## src/rtl/memsel_pkg.sv

```systemverilog
// Package: shared geometry, chip-function encoding and ROM content rule
// for the banked RAM/ROM bus front end.
// Assumes a byte-wide bus and a RAM half made of equal power-of-two banks.
package memsel_pkg;

    localparam int ADDR_W  = 10;
    localparam int DATA_W  = 8;
    localparam int RAM_AW  = 7;
    localparam int N_RAM   = 4;
    localparam int BANK_W  = $clog2(N_RAM);
    localparam int ROM_AW  = ADDR_W - 1;
    localparam int N_CHIP  = N_RAM + 1;
    localparam int ROM_IDX = N_RAM;
    localparam int SUM_W   = 2 * DATA_W + ROM_AW;

    // Operation a chip performs for a given select/strobe combination
    typedef enum logic [1:0] {
        OP_IDLE  = 2'd0,
        OP_WRITE = 2'd1,
        OP_READ  = 2'd2
    } chip_op_e;

    // Registered bus request used for the read path
    typedef struct packed {
        logic [ADDR_W-1:0] addr;
        logic              wr;
        logic              rd;
    } bus_req_t;

    // Two-select function table: active needs cs1 high and cs2 low;
    // the write strobe wins over the read strobe.
    function automatic chip_op_e chip_op(input logic cs1, input logic cs2,
                                         input logic wr, input logic rd);
        if (!cs1 || cs2) return OP_IDLE;
        if (wr)          return OP_WRITE;
        if (rd)          return OP_READ;
        return OP_IDLE;
    endfunction

    // ROM content: low byte of 3*offset + seed, inverted in the upper half
    function automatic logic [DATA_W-1:0] rom_word(input logic [ROM_AW-1:0] a,
                                                   input logic [DATA_W-1:0] seed);
        logic [SUM_W-1:0] t;
        t = SUM_W'(a) * SUM_W'(3) + SUM_W'(seed);
        return t[DATA_W-1:0] ^ {DATA_W{a[ROM_AW-1]}};
    endfunction

endpackage

```

## src/rtl/memsel_decode.sv

```systemverilog
// Module: address decoder for the RAM half.
// Produces the first select of every RAM bank from the bank field and the
// shared second select from the region bit. The decoder is not gated by
// the region; the second select does that, per the chip function table.
module memsel_decode
    import memsel_pkg::*;
(
    input  logic [ADDR_W-1:0] addr,
    output logic [N_RAM-1:0]  ram_cs1,
    output logic              ram_cs2
);

    logic [BANK_W-1:0] bank_field;

    // Extract the bank field and the region bit
    always_comb begin
        bank_field = addr[ADDR_W-2 -: BANK_W];
        ram_cs2    = addr[ADDR_W-1];
    end

    // One decoder output per bank
    for (genvar k = 0; k < N_RAM; k++) begin : g_dec
        assign ram_cs1[k] = (bank_field == BANK_W'(k));
    end

endmodule

```

## src/rtl/memsel_ram_bank.sv

```systemverilog
// Module: one RAM bank with two-select gating.
// The write port takes the live bus and stores on the rising edge; the read
// port takes the registered request and returns data combinationally with
// an output enable that stands in for the tri-state driver.
// Assumes storage needs no reset.
module memsel_ram_bank
    import memsel_pkg::*;
#(
    parameter int AW = RAM_AW,
    parameter int DW = DATA_W
) (
    input  logic          clk,
    input  logic          w_cs1,
    input  logic          w_cs2,
    input  logic          w_wr,
    input  logic          w_rd,
    input  logic [AW-1:0] w_addr,
    input  logic [DW-1:0] w_data,
    input  logic          r_cs1,
    input  logic          r_cs2,
    input  logic          r_wr,
    input  logic          r_rd,
    input  logic [AW-1:0] r_addr,
    output logic [DW-1:0] r_data,
    output logic          r_oe
);

    localparam int DEPTH = 2 ** AW;

    logic [DW-1:0] store [DEPTH];
    chip_op_e      w_op;
    chip_op_e      r_op;

    // Apply the function table to both the live and the registered strobes
    always_comb begin
        w_op = chip_op(w_cs1, w_cs2, w_wr, w_rd);
        r_op = chip_op(r_cs1, r_cs2, r_wr, r_rd);
    end

    // Store the input byte when the live request is a write to this bank
    always_ff @(posedge clk) begin
        if (w_op == OP_WRITE) store[w_addr] <= w_data;
    end

    // Drive the output only for a registered read of this bank
    always_comb begin
        r_oe   = (r_op == OP_READ);
        r_data = r_oe ? store[r_addr] : '0;
    end

endmodule

```

## src/rtl/memsel_rom.sv

```systemverilog
// Module: read-only store with two-select gating.
// The first select is the read strobe (output enable), the second is the
// inverted region bit. Contents follow the package content rule and cannot
// be written.
module memsel_rom
    import memsel_pkg::*;
#(
    parameter logic [DATA_W-1:0] SEED = 8'h5A
) (
    input  logic              cs1,
    input  logic              cs2,
    input  logic [ROM_AW-1:0] addr,
    output logic [DATA_W-1:0] data,
    output logic              oe
);

    // Enable when cs1 high and cs2 low, then look up the computed content
    always_comb begin
        oe   = cs1 && !cs2;
        data = oe ? rom_word(addr, SEED) : '0;
    end

endmodule

```

## src/rtl/memsel_rdmux.sv

```systemverilog
// Module: read-data combiner.
// ORs each chip's byte gated by its output enable; yields zero when no
// chip is enabled. Assumes at most one enable is set at a time.
module memsel_rdmux
    import memsel_pkg::*;
#(
    parameter int NC = N_CHIP,
    parameter int DW = DATA_W
) (
    input  logic [NC-1:0]    oe,
    input  logic [NC*DW-1:0] words,
    output logic [DW-1:0]    data
);

    // Gate and merge every chip word into the shared bus
    always_comb begin
        data = '0;
        for (int i = 0; i < NC; i++) begin
            if (oe[i]) data = data | words[i*DW +: DW];
        end
    end

endmodule

```

## src/rtl/bus_mem_front.sv

```systemverilog
// Module: top of the banked RAM/ROM bus front end.
// Registers the read request, decodes live and registered addresses into
// chip selects, holds four RAM banks and one ROM, and merges their outputs.
// Assumes synchronous active-low reset; only the request register is reset.
module bus_mem_front
    import memsel_pkg::*;
#(
    parameter logic [DATA_W-1:0] ROM_SEED = 8'h5A
) (
    input  logic              clk,
    input  logic              rst_n,
    input  logic [ADDR_W-1:0] bus_addr,
    input  logic              bus_wr,
    input  logic              bus_rd,
    input  logic [DATA_W-1:0] bus_wdata,
    output logic [DATA_W-1:0] bus_rdata,
    output logic [N_CHIP-1:0] chip_drive
);

    bus_req_t                req_q;
    logic [N_RAM-1:0]        w_cs1;
    logic                    w_cs2;
    logic [N_RAM-1:0]        r_cs1;
    logic                    r_cs2;
    logic [N_CHIP*DATA_W-1:0] chip_words;
    logic [N_CHIP-1:0]       chip_oe;

    // Capture the bus request for the read path; reset clears the strobes
    always_ff @(posedge clk) begin
        if (!rst_n) req_q <= '0;
        else        req_q <= '{addr: bus_addr, wr: bus_wr, rd: bus_rd};
    end

    memsel_decode u_dec_live (
        .addr    (bus_addr),
        .ram_cs1 (w_cs1),
        .ram_cs2 (w_cs2)
    );

    memsel_decode u_dec_reg (
        .addr    (req_q.addr),
        .ram_cs1 (r_cs1),
        .ram_cs2 (r_cs2)
    );

    for (genvar k = 0; k < N_RAM; k++) begin : g_bank
        memsel_ram_bank #(
            .AW (RAM_AW),
            .DW (DATA_W)
        ) u_bank (
            .clk    (clk),
            .w_cs1  (w_cs1[k]),
            .w_cs2  (w_cs2),
            .w_wr   (bus_wr),
            .w_rd   (bus_rd),
            .w_addr (bus_addr[RAM_AW-1:0]),
            .w_data (bus_wdata),
            .r_cs1  (r_cs1[k]),
            .r_cs2  (r_cs2),
            .r_wr   (req_q.wr),
            .r_rd   (req_q.rd),
            .r_addr (req_q.addr[RAM_AW-1:0]),
            .r_data (chip_words[k*DATA_W +: DATA_W]),
            .r_oe   (chip_oe[k])
        );
    end

    memsel_rom #(
        .SEED (ROM_SEED)
    ) u_rom (
        .cs1  (req_q.rd),
        .cs2  (!req_q.addr[ADDR_W-1]),
        .addr (req_q.addr[ROM_AW-1:0]),
        .data (chip_words[ROM_IDX*DATA_W +: DATA_W]),
        .oe   (chip_oe[ROM_IDX])
    );

    memsel_rdmux #(
        .NC (N_CHIP),
        .DW (DATA_W)
    ) u_mux (
        .oe    (chip_oe),
        .words (chip_words),
        .data  (bus_rdata)
    );

    // Expose the per-chip enables
    always_comb chip_drive = chip_oe;

endmodule

```

## config.mk

```make
export PLATFORM = sky130hd
export DESIGN_NAME = bus_mem_front
export DESIGN_NICKNAME = d
export VERILOG_FILES = /design/src/rtl/memsel_pkg.sv /design/src/rtl/memsel_decode.sv /design/src/rtl/memsel_ram_bank.sv /design/src/rtl/memsel_rom.sv /design/src/rtl/memsel_rdmux.sv /design/src/rtl/bus_mem_front.sv
export SDC_FILE = /design/constraint.sdc
export NUM_CORES = 2
export LEC_CHECK = 0
export BUFFER_PORTS_ARGS = -buffer_cell sky130_fd_sc_hd__buf_2
export CORE_UTILIZATION = 44
export DETAILED_ROUTE_END_ITERATION = 7
export PLACE_DENSITY = 0.61
export SYNTH_ARGS = -nofsm -noshare
export SYNTH_HDL_FRONTEND = slang
export SYNTH_HIERARCHICAL = 1
export SYNTH_SLANG_ARGS = --single-unit
```

## constraint.sdc

```tcl
create_clock -name clk -period 3.7 [get_ports clk]
set_clock_uncertainty 0.15 [all_clocks]
set_input_delay 0.555 -clock clk [delete_from_list [all_inputs] [get_ports clk]]
set_output_delay 0.555 -clock clk [all_outputs]
set_load 0.05 [all_outputs]
```

==> impl_results.md <==
* Status: complete, but fails checks
* Failing checks: negative setup slack
* Mapped Nets at ~8,300
* Pwr per Cell Area at about 500 nW/um^2
* Clock Sinks at roughly 4,100
* Startpoint type of the worst setup path: flop
* Kind of critical path: flop to output port
* CTS max path bufs at 4
* Final min period at roughly 5200 ps
* Post-synth top area share at between 70 and 80%
* Gr ovfl total at 0
* Clock transition at path regs at around 60 ps
* Worst hold endpoint: req_q[5]$_SDFF_PN0_
* 1st-iter DRT viols at about 9,300
* Register bit total from synthesis at 4,108
* Most common cell after layout, fill and taps aside: edfxtp_1
* Vias/cell at approximately 5.8
* Worst hold stages at 3
* Maxcap violations at 0
* Most frequent cells in the layout: edfxtp_1 (4,096), buf_4 (1,213), mux2i_1 (809)
* DP Cell Count at between 10,000 and 15,000
* Top Ports at 35
* Worst-margin pin slew at 986 ps
* First-pass GRT wire length at 610,000 um
* Clock root buffer: clkbuf_16
* Pre-CTS setup slack at -1260 ps
* Syn Std Cell Area at ~160,000 um^2
* Post-synth cell types at 52
* Post-synth EDFFs at around 4,100
* Die Wd at ~600 um
* WL per Instance at around 28 um
* Final cell count without fillers at about 15,000
* Peak supply drop at approximately 0.42 mV
* Final Max Tran Viols at 0
* Initial antenna violation count at 16
* # nets final at about 9,800
* Hold wc startpoint: bus_addr[3]
* Post-synthesis async set-or-reset flop share at 0%
* Vias in the first global route at around 88,000
* DP Area at 177,000 um^2
* Avg Cell Area, Syn at 19.4 um^2
* Number of vias in the routed layout at 86,800
* Total die area at roughly 370,000 um^2
* # DRC at 0
* GRT Overall Usage at approximately 22%
* Final instance area at just under 200,000 um^2
* Fill count at approximately 28,000
* DP HPWL at around 270,000 um
* Area Growth Syn to Fin at 20.1%
* Hold Crit Class: primary input to flop
* Crit path max fanout at 19
* Primary FF master, synth: edfxtp_1
* Leak at around 63 nW
* RSZ-0062 raised after global routing: yes
* WP data arrival at ~4500 ps
* Initial core utilization at 44.2%
* Final worst slack at -1520 ps
* Max_slew headroom at between 30% and 40%
* Standard-cell row count at between 200 and 250
* Iteration count of the initial detailed-routing pass at 6
* Ys Warns at 6
* Post-synth top area cell: edfxtp_1
* Util after Layout at 53.1%
* RD Place Congestion at about 0.9
* Final hold vios at 0
* CTS tree: done
* Core area at between 300,000 and 400,000 um^2
* Num CTS Buffers at approximately 420
* Die height at between 600 and 700 um
* Register area share after synthesis at 76.3%
* Hold slack at between 100 and 150 ps
* Final setup fails at 8
* H-tree depth reported by CTS at 5
* Crit. End Element: output port
* Max Clk Rate at roughly 0.19 GHz
* Final period util at 141%
* Largest net degree at the start of global routing at between 100 and 150
* CP required at approximately 3000 ps
* Routed Antenna Nets at 0
* Largest cells by area after synthesis: edfxtp_1 (76%), mux4_2 (9.2%), mux2i_1 (5.2%)
* Syn Inst Count at between 8,000 and 9,000
* WL final at around 420,000 um
* Share of layout cells above drive strength 1 at 29.1%
* PortBufs at 34
## synthesized netlist by cell type, types with 4 or more instances
library cell	n
and4b_1	4
buf_1	44
nand2_1	304
o2111ai_1	4
clkbuf_1	158
o21ai_0	48
nand4_1	33
o32ai_1	20
ha_1	11
nor3_1	49
nor4bb_1	4
and2_1	21
a221oi_1	4
a22o_1	12
nand2b_1	20
a222oi_1	8
nor4_1	44
nand3_1	169
nor2b_1	58
or4_1	4
nor2_1	581
a21oi_1	191
and3_1	4
or3b_1	4
dfxtp_1	12
edfxtp_1	4096
inv_2	4
nand4bb_1	4
mux2i_1	844
and3b_1	4
inv_1	19
buf_4	42
or2_2	12
mux4_2	656
a31oi_1	73
o22ai_1	24
buf_6	109
nand3b_1	16
xnor2_1	8
and2_2	10
buf_2	84
o221ai_1	12
a22oi_1	464
## timing repair
item | in CTS | in global routing
resized for setup | 279 | 91
endpoints found under the setup margin | 9 | 9
buffers inserted | 56 | 15
hold buffers | 22 | 0
endpoints found under the hold margin | 264 | 0
gates cloned | 19 | 1
pin swaps | 71 | 47
## how the worst max path moves through the flow
| stage | from | end | slack [ps] | cells after the start |
|---|---|---|---|---|
| 2_1_floorplan | req_q[4]$_SDFF_PN0_ | bus_rdata[3] | 210 | 9 |
| 3_3_place_gp | req_q[2]$_SDFF_PN0_ | bus_rdata[2] | -1350 | 12 |
| 3_5_place_dp | req_q[2]$_SDFF_PN0_ | bus_rdata[2] | -1260 | 12 |
| 4_1_cts | req_q[2]$_SDFF_PN0_ | bus_rdata[1] | -1520 | 16 |
| 5_1_grt | req_q[2]$_SDFF_PN0_ | bus_rdata[7] | -1600 | 13 |
| 6_report | req_q[2]$_SDFF_PN0_ | bus_rdata[4] | -1520 | 15 |
## flip-flops by register name (all words and copies together), names as in the netlist
signal / cells
req_q: 12
g_bank.u_bank/store: 4096
## logic make-up (layout without fill, tap and decap cells)
kind of cell / after synthesis / count (layout) / share of synthesized area, %
and+or+nand+nor: 1350 / 1350 / 3.76
buffers and inverters: 460 / 2311 / 1.74
other: 0 / 8 / 0
adders and majority gates: 12 / 12 / 0.0976
xor gates and xnor gates: 12 / 12 / 0.0744
DFF: 4108 / 4108 / 76.3
muxes: 1500 / 1500 / 14.4
AOI/OAI and AO/OA: 862 / 862 / 3.62
## layout make-up
| cell class | count | area [um^2] | area share, % |
|---|---|---|---|
| multi-input cells | 3736 | 36700 | 18.9 |
| diodes | 8 | 20.0 | 0.0103 |
| well taps | 4816 | 6030 | 3.11 |
| repair buffers | 1513 | 14600 | 7.51 |
| clock buffers | 517 | 10900 | 5.63 |
| inverters | 23 | 86.3 | 0.0445 |
| clock inverters | 258 | 2300 | 1.19 |
| flip-flops and latches | 4108 | 123000 | 63.6 |
## critical path: stages, from the launching register on
cell,delay [ps]
dfxtp_4,390
buf_12,130
buf_12,150
buf_12,190
buf_4,210
mux2i_1,220
a22oi_1,120
a31oi_2,250
a31oi_1,190
nor4_4,450
buf_4,190
a31oi_2,140
a22oi_2,410
buf_4,210
nand2_4,80
buf_8,190
## metal layers
metal  track usage (%)  routed length (um)
met3              3.07               30900
met4              7.14               14200
met5                 0                  13
met1              31.3              173000
met2              36.5              203000
## where the power goes
group	total [mW]	switching (mW)	internal, mW
registers	51.2	0.0457	51.2
clock network	40.8	17.6	23.2
logic	5.66	3.35	2.31
## stage by stage
step                power, mW  TNS, ps
finish                   97.7   -11470
global route              100   -12370
CTS                      98.2   -11810
detailed placement       57.5    -7800
global placement         57.4    -7990
floorplan                54.7        0
No activity file was read; power rests on OpenSTA's default activity.
